<file path="src/rtl/pdh_frame_demux.sv">
module pdh_frame_demux #(
  parameter int FAW_LEN  = 8,
  parameter logic [FAW_LEN-1:0] FAW = 8'b1110_0100,
  parameter int NTRIB    = 4,
  parameter int SLOTS    = 12,
  parameter int LOCK_CNT = 3,
  parameter int LOSS_CNT = 4
) (
  input  logic             clk,
  input  logic             rst_n,
  input  logic             din,
  output logic [NTRIB-1:0] trib_bit,
  output logic [NTRIB-1:0] trib_vld,
  output logic             in_frame
);
  localparam int FRAME_BITS = FAW_LEN + NTRIB * SLOTS;
  localparam int POS_W = $clog2(FRAME_BITS);
  localparam int CNT_W = $clog2(LOCK_CNT + LOSS_CNT + 1);
  localparam int CTL_N = 3;
  localparam logic [POS_W-1:0] NT   = POS_W'(NTRIB);
  localparam logic [POS_W-1:0] JUST = POS_W'(CTL_N);

  typedef enum logic [1:0] {HUNT, CONFIRM, LOCKED} st_t;
  st_t state;

  logic [FAW_LEN-1:0] sr;
  logic [POS_W-1:0]   pos;
  logic [CNT_W-1:0]   cnt;
  logic [CTL_N-1:0]   ctl [NTRIB];

  wire [FAW_LEN-1:0] sr_nx   = {sr[FAW_LEN-2:0], din};
  wire               word_ok = (sr_nx == FAW);
  wire               at_chk  = (pos == POS_W'(FAW_LEN - 1));
  wire               payload = (pos >= POS_W'(FAW_LEN));
  wire [POS_W-1:0]   k       = pos - POS_W'(FAW_LEN);
  wire [POS_W-1:0]   tidx    = k % NT;
  wire [POS_W-1:0]   slot    = k / NT;
  wire [CTL_N-1:0]   c       = ctl[tidx];
  wire               stuffed = (c[0] & c[1]) | (c[0] & c[2]) | (c[1] & c[2]);
  wire               deliver = payload && (slot > JUST || (slot == JUST && !stuffed));

  assign in_frame = (state == LOCKED);

  always_ff @(posedge clk) begin
    if (!rst_n) begin
      state    <= HUNT;
      pos      <= '0;
      cnt      <= '0;
      sr       <= '0;
      trib_vld <= '0;
      trib_bit <= '0;
      for (int t = 0; t < NTRIB; t++) ctl[t] <= '0;
    end else begin
      sr       <= sr_nx;
      trib_vld <= '0;
      pos      <= (pos == POS_W'(FRAME_BITS - 1)) ? '0 : pos + 1'b1;
      case (state)
        HUNT: if (word_ok) begin
          pos   <= POS_W'(FAW_LEN);
          state <= CONFIRM;
          cnt   <= CNT_W'(1);
        end
        CONFIRM: if (at_chk) begin
          if (!word_ok) begin
            state <= HUNT;
            cnt   <= '0;
          end else if (cnt == CNT_W'(LOCK_CNT - 1)) begin
            state <= LOCKED;
            cnt   <= '0;
          end else cnt <= cnt + 1'b1;
        end
        LOCKED: if (at_chk) begin
          if (word_ok) cnt <= '0;
          else if (cnt == CNT_W'(LOSS_CNT - 1)) begin
            state <= HUNT;
            cnt   <= '0;
          end else cnt <= cnt + 1'b1;
        end
        default: state <= HUNT;
      endcase
      if (payload && slot < JUST) ctl[tidx][slot[1:0]] <= din;
      if (state == LOCKED && deliver) begin
        trib_vld[tidx] <= 1'b1;
        trib_bit[tidx] <= din;
      end
    end
  end

  AST_ONE_STROBE: assert property (@(posedge clk) disable iff (!rst_n)
    $onehot0(trib_vld));
  AST_NO_STROBE_UNLOCKED: assert property (@(posedge clk) disable iff (!rst_n)
    (trib_vld != '0) |-> in_frame);
  AST_LOCK_ON_WORD: assert property (@(posedge clk) disable iff (!rst_n)
    $rose(in_frame) |-> ($past(word_ok) && $past(cnt) == CNT_W'(LOCK_CNT - 1)));
  AST_LOSS_AFTER_MISSES: assert property (@(posedge clk) disable iff (!rst_n)
    $fell(in_frame) |-> (!$past(word_ok) && $past(cnt) == CNT_W'(LOSS_CNT - 1)));
endmodule

</file>
<file path="config.mk">
export PLATFORM = sky130hd
export DESIGN_NAME = pdh_frame_demux
export DESIGN_NICKNAME = d
export VERILOG_FILES = /design/src/rtl/pdh_frame_demux.sv
export SDC_FILE = /design/constraint.sdc
export NUM_CORES = 1
export LEC_CHECK = 0
export BUFFER_PORTS_ARGS = -buffer_cell sky130_fd_sc_hd__buf_2
export CAP_MARGIN = 20
export CORE_MARGIN = 10
export CORE_UTILIZATION = 54
export CTS_CLUSTER_DIAMETER = 100
export DETAILED_ROUTE_END_ITERATION = 10
export PLACE_DENSITY = 0.82
export SKIP_LAST_GASP = 1
export SLEW_MARGIN = 10
export SYNTH_ARGS = -nofsm -noshare
export SYNTH_HDL_FRONTEND = slang
export SYNTH_SLANG_ARGS = --single-unit
export TNS_END_PERCENT = 50
</file>
<file path="constraint.sdc">
create_clock -name clk -period 2.1 [get_ports clk]
set_clock_uncertainty 0.05 [all_clocks]
set_input_delay 0.105 -clock clk [delete_from_list [all_inputs] [get_ports clk]]
set_output_delay 0.105 -clock clk [all_outputs]
set_load 0.01 [all_outputs]
</file>
; After elaboration in Yosys (flattened, before gate mapping)
; Memory sizes are Yosys's and may differ from the RTL's.
; Index checks and enable logic that the tools add are counted.
[classes]
eq_ne = 14
addsub = 3
order_cmp = 7
muxes = 31
reduce_logical = 14
n_bitwise = 5
[op_table]
columns = operator, n
row1 = 3-bit 2-to-1 mux, 10
row2 = 6-bit 2-to-1 mux, 3
row3 = 2-bit 2-to-1 mux, 8
row4 = 3-bit case mux with 3 select lines, 1
row5 = "8-bit equality test, second input constant", 1
row6 = "6-bit by 1-bit adder with 6-bit output, second input constant", 1
row7 = "3-bit by 2-bit equality test with 1-bit output, second input constant", 2
row8 = "6-bit by 3-bit equality test with 1-bit output, second input constant", 1
row9 = "6-bit equality test, second input constant", 1
row10 = "6-bit by 4-bit greater-or-equal comparator with 1-bit output, second input constant", 1
row11 = 1-bit logical AND, 6
row12 = "2-bit by 3-bit < comparator with 1-bit output, second input constant", 2
row13 = "2-bit != test, second input constant", 3
row14 = 2-bit case mux with 3 select lines, 1
row15 = 6-bit AND reduction, 1
row16 = "6-bit by 4-bit subtractor with 6-bit output, second input constant", 1
row17 = 1-bit 2-to-1 mux, 5
row18 = 4-bit bitwise mux, 1
row19 = 1-bit demux with 2-bit select, 2
row20 = "4-bit by 2-bit equality test with 1-bit output, second input constant", 1
row21 = "2-bit by 1-bit greater-or-equal comparator with 1-bit output, second input constant", 2
row22 = "4-bit by 2-bit > comparator with 1-bit output, second input constant", 1
row23 = "4-bit by 2-bit < comparator with 1-bit output, second input constant", 1
row24 = "2-bit by 1-bit != test with 1-bit output, second input constant", 2
row25 = other kinds (13), 16
[word_totals]
word_cells = 81
output_inout_bits = 9
ram_bits = 12
memories = 1
regBits = 26
inputBits = 3
[memory_table]
columns = name, words, word_bits, read_ports, rd_ports_with_merged_regs, write_ports, line_no
row1 = ctl, 4, 3, 1, 0, 4, 29  ; logic [CTL_N-1:0] ctl [NTRIB];

; Longest topological paths before layout
; Gate-level depths: netlist (run 1).
; An unclocked memory read counts as a cell.
[depth]
depth_word = 11
ltp_mapped = 7
ltp_nobuf = 7

; Least setup slack after synthesis (run 1)
; No wires, ideal clock.
[synth_timing]
path_kind = register to register
start = register pos[3]
end = memory ctl[1][1] (enable)
arrival_time_ns = 1.853
period_less_slack_ns = 2.209
path_stages_with_launch = 8
path_slack_ns = -0.109
n_path_buf = 0
setup_ns = 0.306
required_time_ns = 1.744
cell_sequence = dfxtp_1 > inv_1 > ha_1 > xnor2_1 > nand2_1 > nor4b_4 > nand3_1 > o21ai_1
[synth_lines]
columns = item, line_no
row1 = "start, declared", 27  ; logic [POS_W-1:0] pos;
row2 = "start signal, assigned", 56  ; pos <= (pos == POS_W'(FRAME_BITS - 1)) ? '0 : pos + 1'b1;
row3 = "start signal, assigned", 59  ; pos <= POS_W'(FAW_LEN);
row4 = "end, declared", 29

==> results.rst, run 1 <==
.. list-table::
   :header-rows: 1

   * - Metric
     - Value
   * - Num rows
     - 21
   * - Cell taking the most area after synthesis
     - sky130_fd_sc_hd__dfxtp_1
   * - Clock period minus worst slack
     - 2.107 ns
   * - Post-synthesis average cell area
     - 10.27 um2
   * - First-pass GRT wire length
     - 6651 um
   * - Number of buffer cells added on primary ports
     - 11
   * - Type of the most critical hold path
     - input pin to flip-flop
   * - Sequential fraction of design power
     - 0.529
   * - Std-Cell Core Area
     - 3416 um2
   * - Met3 track utilization from global routing
     - 0.04392
   * - Fmax
     - roughly 470 MHz
   * - Remaining max-slew budget at the tightest pin
     - 0.5192
   * - Internal power
     - 1.136 mW
   * - Clk root buf
     - sky130_fd_sc_hd__clkbuf_4
   * - Most frequently used flop master after synthesis
     - sky130_fd_sc_hd__dfxtp_1
   * - GR met2 Demand/Resource
     - 0.1950
   * - Portion of the post-synthesis area used by sequential elements
     - 0.4539
   * - Boundary pin count
     - 12
   * - Width of the die
     - 79.95 um
   * - Required time reported for the critical path endpoint
     - 2.26 ns
   * - Synth Warn #
     - 0
   * - Clock tree from TritonCTS
     - built
   * - Initial Util
     - 0.5681
   * - Residual DRC count
     - 0
   * - Failing checks
     - negative setup slack
   * - Max Buffers Root-to-Sink
     - 2
   * - # H-tree levels
     - 2
   * - TritonCTS Sinks
     - 38
   * - Mean routed wirelength per cell
     - 15.47 um
   * - DRT Pass-1 Iters
     - 4
   * - Signal arrival time at the worst endpoint
     - 2.27 ns
   * - Setup repair after global routing missed its margin
     - true
   * - Most used standard cells in the synthesized netlist
     - sky130_fd_sc_hd__dfxtp_1, sky130_fd_sc_hd__nor2_1, sky130_fd_sc_hd__ha_1
   * - Post-CTS Hold Buffers
     - 0
   * - Leakage power summed over all cells
     - a little over 1 nW
   * - Mapped Nets
     - around 210
   * - Max Slew Vio Count
     - 0
   * - Register bit total from synthesis
     - 38
   * - Pre-CTS WS
     - -0.04431 ns
   * - Global router's overall resource usage
     - 0.1294
   * - Count of fill cells added during filler insertion
     - 257
   * - NetSw
     - approximately 340 uW
   * - Number of DRC markers in iteration 0
     - 105
   * - Power per unit of standard cell area
     - 631.9 nW/um2
   * - Async S/R FF share, synth
     - 0
   * - Combinational share of power
     - 0.072
   * - Post-DP HPWL
     - 2789 um
   * - Worst setup path class
     - flip-flop to flip-flop
   * - Max-capacitance violation count
     - 0
   * - Layout cells sized above 1
     - 0.2706
   * - Startpoint kind of the worst setup timing path
     - flip-flop
   * - Main area contributors after synthesis
     - sky130_fd_sc_hd__dfxtp_1, sky130_fd_sc_hd__edfxtp_1, sky130_fd_sc_hd__ha_1
   * - Pin count of the biggest net entering global routing
     - 30
   * - Die height
     - 79.95 um
   * - Total power of the final layout
     - 1.475 mW
   * - Worst-case vdd ir drop
     - about 0.57 mV
   * - Via total after detailed routing
     - ~1500
   * - Initial antenna violation count
     - 0
   * - Final worst path period share
     - 1.004
   * - Synthesized instance count
     - 189
   * - Via/cell ratio
     - 5.644
   * - Post-CTS clock slew at the launch and capture registers of the worst setup and hold paths
     - about 0.12 ns
   * - Layer carrying the most global-route usage
     - met2
   * - Via count of the first global-routing pass
     - 1397
   * - Final weighted congestion in routability-driven placement
     - between 0.8 and 0.9
   * - Cell with the most instances after synthesis
     - sky130_fd_sc_hd__dfxtp_1
   * - Run status
     - finished with violations
   * - Number of buffers inserted during clock tree synthesis
     - 5
   * - Global Route met1 Usage
     - 0.1630
   * - Transition time at the pin with the least slew margin
     - 0.7211 ns
   * - Cell area after technology mapping
     - 1941 um2
   * - Post-route antenna net violation count
     - 0
   * - Area delta synth->final
     - 20.25%
   * - Share of Yosys cell area claimed by the top area cell type
     - 0.2682
   * - Gr ovfl total
     - 0
   * - Final WS setup
     - -0.007438 ns
   * - Final count of hold timing violations
     - 0
   * - NumNets Final
     - 235
   * - Power share of the clock group
     - 0.399
   * - Clk Latency, worst-skew pair
     - 0.35 ns
   * - Maximum net fanout on the critical path
     - 5
   * - Number of different library cells in the post-synthesis netlist
     - 42
   * - Area of the die
     - 6391 um2
   * - Inserted Diodes
     - 0
   * - Switch share
     - 0.2299
   * - Critical Path End Type
     - flip-flop
   * - Setup violation total in the final timing report
     - 1
   * - Number of enable-type register cells in the synthesized netlist
     - 12
   * - Overall routed net length
     - 4083 um
cell type report:
type / count / area, um2 / share of cell area
flip-flops and latches: 38 / 885.9 / 0.3796
clock buffers: 6 / 62.56 / 0.02681
clock inverters: 2 / 38.79 / 0.01662
inverters: 11 / 41.29 / 0.01769
repair buffers: 27 / 182.7 / 0.07828
multi-input cells: 134 / 1065 / 0.4563
well taps: 46 / 57.56 / 0.02466
timing repair:
item | in CTS | in global routing
resized for setup | 4 | 13
endpoints found under the setup margin | 15 | 29
setup buffers | 4 | 1
hold endpoints to repair | 0 | 0
pin swaps | 3 | 7
flip-flops by register name (all words and copies together) (netlist names):
name / count
cnt: 3
pos: 6
trib_vld: 4
ctl: 12
state: 2
trib_bit: 4
sr: 7
per-stage QoR:
step / hold WS, ns / cell area [um2] / utilization / std cells / setup TNS, ns
3_3_place_gp: 0.3764 / 2117 / 0.6198 / 251 / 0
3_5_place_dp: 0.3870 / 2117 / 0.6198 / 251 / -0.2101
2_1_floorplan: 0.2141 / 1957 / - / 189 / 0
4_1_cts: 0.06577 / 2267 / 0.6637 / 263 / 0
5_1_grt: 0.07195 / 2333 / 0.6832 / 264 / -1.555
6_report: 0.07214 / 2333 / 0.6832 / 264 / -0.007438
metal layers:
layer	routed length, um	share of wire	vias up
met5	0	0	-
met4	68	0.017	0
met3	284	0.070	8
met2	1946	0.48	45
met1	1783	0.44	705
li1	-	-	732
cell families after synthesis:
logic type	synth area share
and+or+nand+nor	0.2205
DFF	0.4539
AOI/OAI and AO/OA	0.08962
buffers and inverters	0.03933
adders and majority gates	0.1025
muxes	0.07157
xor gates and xnor gates	0.02257
worst max-delay path: stages (launching register included):
cell                      delay, ns
sky130_fd_sc_hd__dfxtp_2       0.34
sky130_fd_sc_hd__inv_2         0.09
sky130_fd_sc_hd__ha_4          0.14
sky130_fd_sc_hd__or4b_4        0.47
sky130_fd_sc_hd__nand3_4       0.08
sky130_fd_sc_hd__nor4b_4       0.20
sky130_fd_sc_hd__buf_6         0.17
sky130_fd_sc_hd__buf_6         0.10
sky130_fd_sc_hd__nand4_1       0.16
sky130_fd_sc_hd__nor2_1        0.16
power by group through the flow:
stage	clock (mW)	combinational, mW	sequential (mW)
6_report	0.588	0.106	0.780
5_1_grt	0.624	0.118	0.782
4_1_cts	0.593	0.0996	0.780
3_5_place_dp	0	0.0962	0.796
3_3_place_gp	0	0.0939	0.795
2_1_floorplan	0	0.0722	0.792
path summary, 6_finish.rpt:
check,startpoint,to,slack (ns),cells past startpoint
worst max-delay path,pos[4],ctl[2][2],-0.007,9
worst min-delay path,din,sr[0],0.07,3
worst max register to register,pos[4],ctl[2][2],-0.007,9
worst min register to register,sr[5],sr[6],0.42,1
layout by cell type, fill, tap and decap left out, drive strengths merged, types with 2 or more instances in the layout:
cell type and instances:
edfxtp 12, a41oi 2, nor4b 2, nand4 5
xnor2 3, nand3 12, mux2i 6, mux4 3
o21ai 10, nand2b 4, clkinv 2, a21oi 7
clkbuf 6, and3 7, ha 15, and2 10
a31oi 2, nor2 17, inv 10, xor2 2
buf 27, o211ai 2, dfxtp 26, nand2 13
Note: power is estimated with default switching activity, not from simulation.
==> run 2: changes to the inputs <==
--- a/config.mk
+++ b/config.mk
@@ -8,10 +8,11 @@
 export BUFFER_PORTS_ARGS = -buffer_cell sky130_fd_sc_hd__buf_2
 export CAP_MARGIN = 20
 export CORE_MARGIN = 10
-export CORE_UTILIZATION = 54
+export CORE_UTILIZATION = 60
 export CTS_CLUSTER_DIAMETER = 100
 export DETAILED_ROUTE_END_ITERATION = 10
-export PLACE_DENSITY = 0.82
+export PLACE_DENSITY = 0.86
+export RECOVER_POWER = 100
 export SKIP_LAST_GASP = 1
 export SLEW_MARGIN = 10
 export SYNTH_ARGS = -nofsm -noshare
==> constraint.sdc (replaced) <==
create_clock -name clk -period 2.5 [get_ports clk]
set_clock_uncertainty 0.05 [all_clocks]
set_input_delay 0.125 -clock clk [delete_from_list [all_inputs] [get_ports clk]]
set_output_delay 0.125 -clock clk [all_outputs]
set_load 0.01 [all_outputs]
==> results.rst, run 2 (synthesis gave the netlist of run 1 again) <==
.. list-table::
   :header-rows: 1

   * - Metric
     - Value
   * - Run status
     - finished, final reports clean
   * - Final weighted congestion in routability-driven placement
     - 0.8377 (+1.7%)
   * - Maximum net fanout on the critical path
     - 8 (+3)
   * - Residual DRC count
     - 0 (unchanged)
   * - Max Slew Vio Count
     - 0 (unchanged)
   * - Total Negative Setup Slacks
     - 0 ns (+0.007438 ns)
   * - Required time reported for the critical path endpoint
     - 2.65 ns (+0.39 ns)
   * - Type of the most critical hold path
     - input pin to flip-flop
   * - Worst Min Path Start
     - rst_n
   * - Total power of the final layout
     - 1.105 mW (-25%)
   * - Signal arrival time at the worst endpoint
     - 2.53 ns (+0.26 ns)
   * - DRT Pass-1 Iters
     - 4 (unchanged)
   * - Clk root buf
     - sky130_fd_sc_hd__clkbuf_4
   * - Layout cells sized above 1
     - 0.1043 (-0.1664)
   * - Launching point of the worst reg2reg path
     - pos[3]
   * - Inserted Diodes
     - 0 (unchanged)
   * - Num rows
     - 20 (-4.8%)
   * - # H-tree levels
     - 2 (unchanged)
   * - Post-CTS setup repair buffer count
     - 0 (-4)
   * - Final worst path period share
     - 0.9555 (-0.04805)
   * - First-pass GRT wire length
     - 7086 um (+6.5%)
   * - Initial Util
     - 0.6305 (+0.06236)
   * - Worst R2R Setup Slack
     - 0.11 ns (+0.12 ns)
   * - Critical Path End Type
     - flip-flop
   * - Via count of the first global-routing pass
     - 1524 (+9.1%)
   * - Count of fill cells added during filler insertion
     - 232 (-9.7%)
   * - CP Launch Point
     - pos[3]
   * - Post-CTS clock slew at the launch and capture registers of the worst setup and hold paths
     - 0.11 ns (about the same)
   * - Final count of hold timing violations
     - 0 (unchanged)
   * - Area delta synth->final
     - 9.864%
   * - Most frequent standard cell in the layout excluding fill and tap cells
     - sky130_fd_sc_hd__dfxtp_1
   * - Boundary pin count
     - 12 (unchanged)
   * - Max Buffers Root-to-Sink
     - 2 (unchanged)
   * - Overall routed net length
     - 4129 um (+1.1%)
   * - Setup repair after global routing missed its margin
     - false
   * - Fmax
     - 418.6 MHz (-12%)
   * - Leading cell types in the layout, fill and taps excluded
     - sky130_fd_sc_hd__dfxtp_1, sky130_fd_sc_hd__nor2_1, sky130_fd_sc_hd__ha_1
   * - Mean routed wirelength per cell
     - 16.19 um (+4.7%)
   * - Number of buffer cells added on primary ports
     - 11 (unchanged)
   * - Master of the slowest instance on the critical path
     - sky130_fd_sc_hd__dfxtp_2
   * - Worst-path cell chain
     - inv_1 > ha_1 > xnor2_1 > nand2_1 > nor4b_4 > clkbuf_1 > nand4_1 > nor2_1
   * - Pin count of the biggest net entering global routing
     - 30 (unchanged)
   * - Post-route antenna net violation count
     - 0 (unchanged)
   * - Endpoint of the worst hold path
     - pos[3]
   * - Transition time at the pin with the least slew margin
     - 1.031 ns (+0.3104 ns)
   * - NumNets Final
     - 228 (-3.0%)
   * - Number of flip-flops in the largest register
     - 12 (unchanged)
   * - Number of DRC markers in iteration 0
     - 210 (+100%)
   * - CP max stage delay
     - 0.43 ns (-0.04 ns)
   * - Worst-case vdd ir drop
     - 0.3792 mV (-33%)
   * - Number of buffers inserted during clock tree synthesis
     - 5 (unchanged)
   * - Width of the die
     - 76.87 um (-3.8%)
   * - Hold Path Depth
     - 3 (unchanged)
   * - PostCTS Resize Cnt
     - 0 (-4)
   * - Power per unit of standard cell area
     - 518.1 nW/um2 (-18%)
   * - Clock period minus worst slack
     - 2.389 ns (+0.2813 ns)
   * - Max-capacitance violation count
     - 0 (unchanged)
   * - Largest reg by FF count
     - ctl
   * - Clk Latency, worst-skew pair
     - 0.34 ns (about the same)
   * - Setup violation total in the final timing report
     - 0 (-1)
   * - Clock tree from TritonCTS
     - built
   * - Area of the die
     - 5909 um2 (-7.5%)
   * - TritonCTS Sinks
     - 38 (unchanged)
   * - Gr ovfl total
     - 0 (unchanged)
   * - Leakage power summed over all cells
     - 0.8811 nW (-13%)
   * - Startpoint kind of the worst setup timing path
     - flip-flop
   * - Remaining max-slew budget at the tightest pin
     - 0.3123 (-0.2069)
   * - Post-DP HPWL
     - 2951 um (+5.8%)
   * - Length in cells of the worst reg-to-reg path
     - 8 (-1)
   * - Global router's overall resource usage
     - 0.1442 (+0.01485)
   * - Initial antenna violation count
     - 0 (unchanged)
   * - Via/cell ratio
     - 5.827 (+3.3%)
   * - Std-Cell Core Area
     - 3078 um2 (-9.9%)
   * - Worst setup path class
     - flip-flop to flip-flop
   * - Via total after detailed routing
     - 1486 (-0.27%)
   * - Largest registers
     - ctl: 12 flops, sr: 7 flops, pos: 6 flops
   * - Post-CTS Hold Buffers
     - 0 (unchanged)
   * - Die height
     - 76.87 um (-3.8%)
   * - Crit Reg-Reg Endpoint
     - ctl[2][1]
==> run 2: how the worst max path moves through the flow <==
stage	end	slack [ns]	depth (start not counted)
after floorplan	ctl[1][1]	0.29	7
after global placement	ctl[0][1]	0.34	6
after detailed placement	ctl[1][1]	0.13	7
after CTS	ctl[1][1]	0.09	7
after global routing	ctl[2][0]	0.04	8
final	ctl[2][1]	0.11	8
==> run 2: final cells by class <==
cell class | count | area [um2] | share of cell area
tap | 44 | 55.05 | 0.02582
clock inverter | 2 | 10.01 | 0.004695
timing repair buffer | 20 | 98.84 | 0.04636
sequential | 38 | 882.1 | 0.4137
inverter | 11 | 41.29 | 0.01937
multi-input combinational | 134 | 982.2 | 0.4607
clock buffer | 6 | 62.56 | 0.02934
==> run 2: critical path: cells and delay by family, from the launching register on <==
| kind | cells | cell delay [ns] |
|---|---|---|
| adder cells (fa/ha/maj) | 1 | 0.22 |
| XOR/XNOR | 1 | 0.24 |
| buffers and inverters | 2 | 0.38 |
| AND/OR/NAND/NOR | 4 | 0.90 |
| flip-flops | 1 | 0.43 |
==> run 2: per-stage QoR <==
| stage | std cells | util | setup WS [ns] | hold WS, ns | area (um2) |
|---|---|---|---|---|---|
| after floorplan | 189 | - | 0.2913 | 0.2341 | 1941 |
| after global placement | 247 | 0.6768 | 0.3388 | 0.3834 | 2083 |
| after detailed placement | 247 | 0.6768 | 0.1331 | 0.3951 | 2083 |
| after CTS | 255 | 0.7004 | 0.08978 | 0.1140 | 2156 |
| after global routing | 255 | 0.6927 | 0.03660 | 0.1198 | 2132 |
| final | 255 | 0.6927 | 0.1113 | 0.1083 | 2132 |
==> run 2: report_power, final <==
part	internal, mW	leakage, nW	switching (mW)
sequential	0.648	0.335	0.00893
combinational	0.0306	0.503	0.0522
clock	0.167	0.0431	0.198
==> run 2: routing by layer <==
layer / share of wire / track usage / wire (um) / vias to the layer above
li1: - / - / - / 716
met4: 0.019 / 0.05762 / 78 / 0
met3: 0.061 / 0.03497 / 252 / 10
met5: 0 / 0 / 0 / -
met1: 0.40 / 0.1533 / 1653 / 702
met2: 0.52 / 0.2648 / 2144 / 58
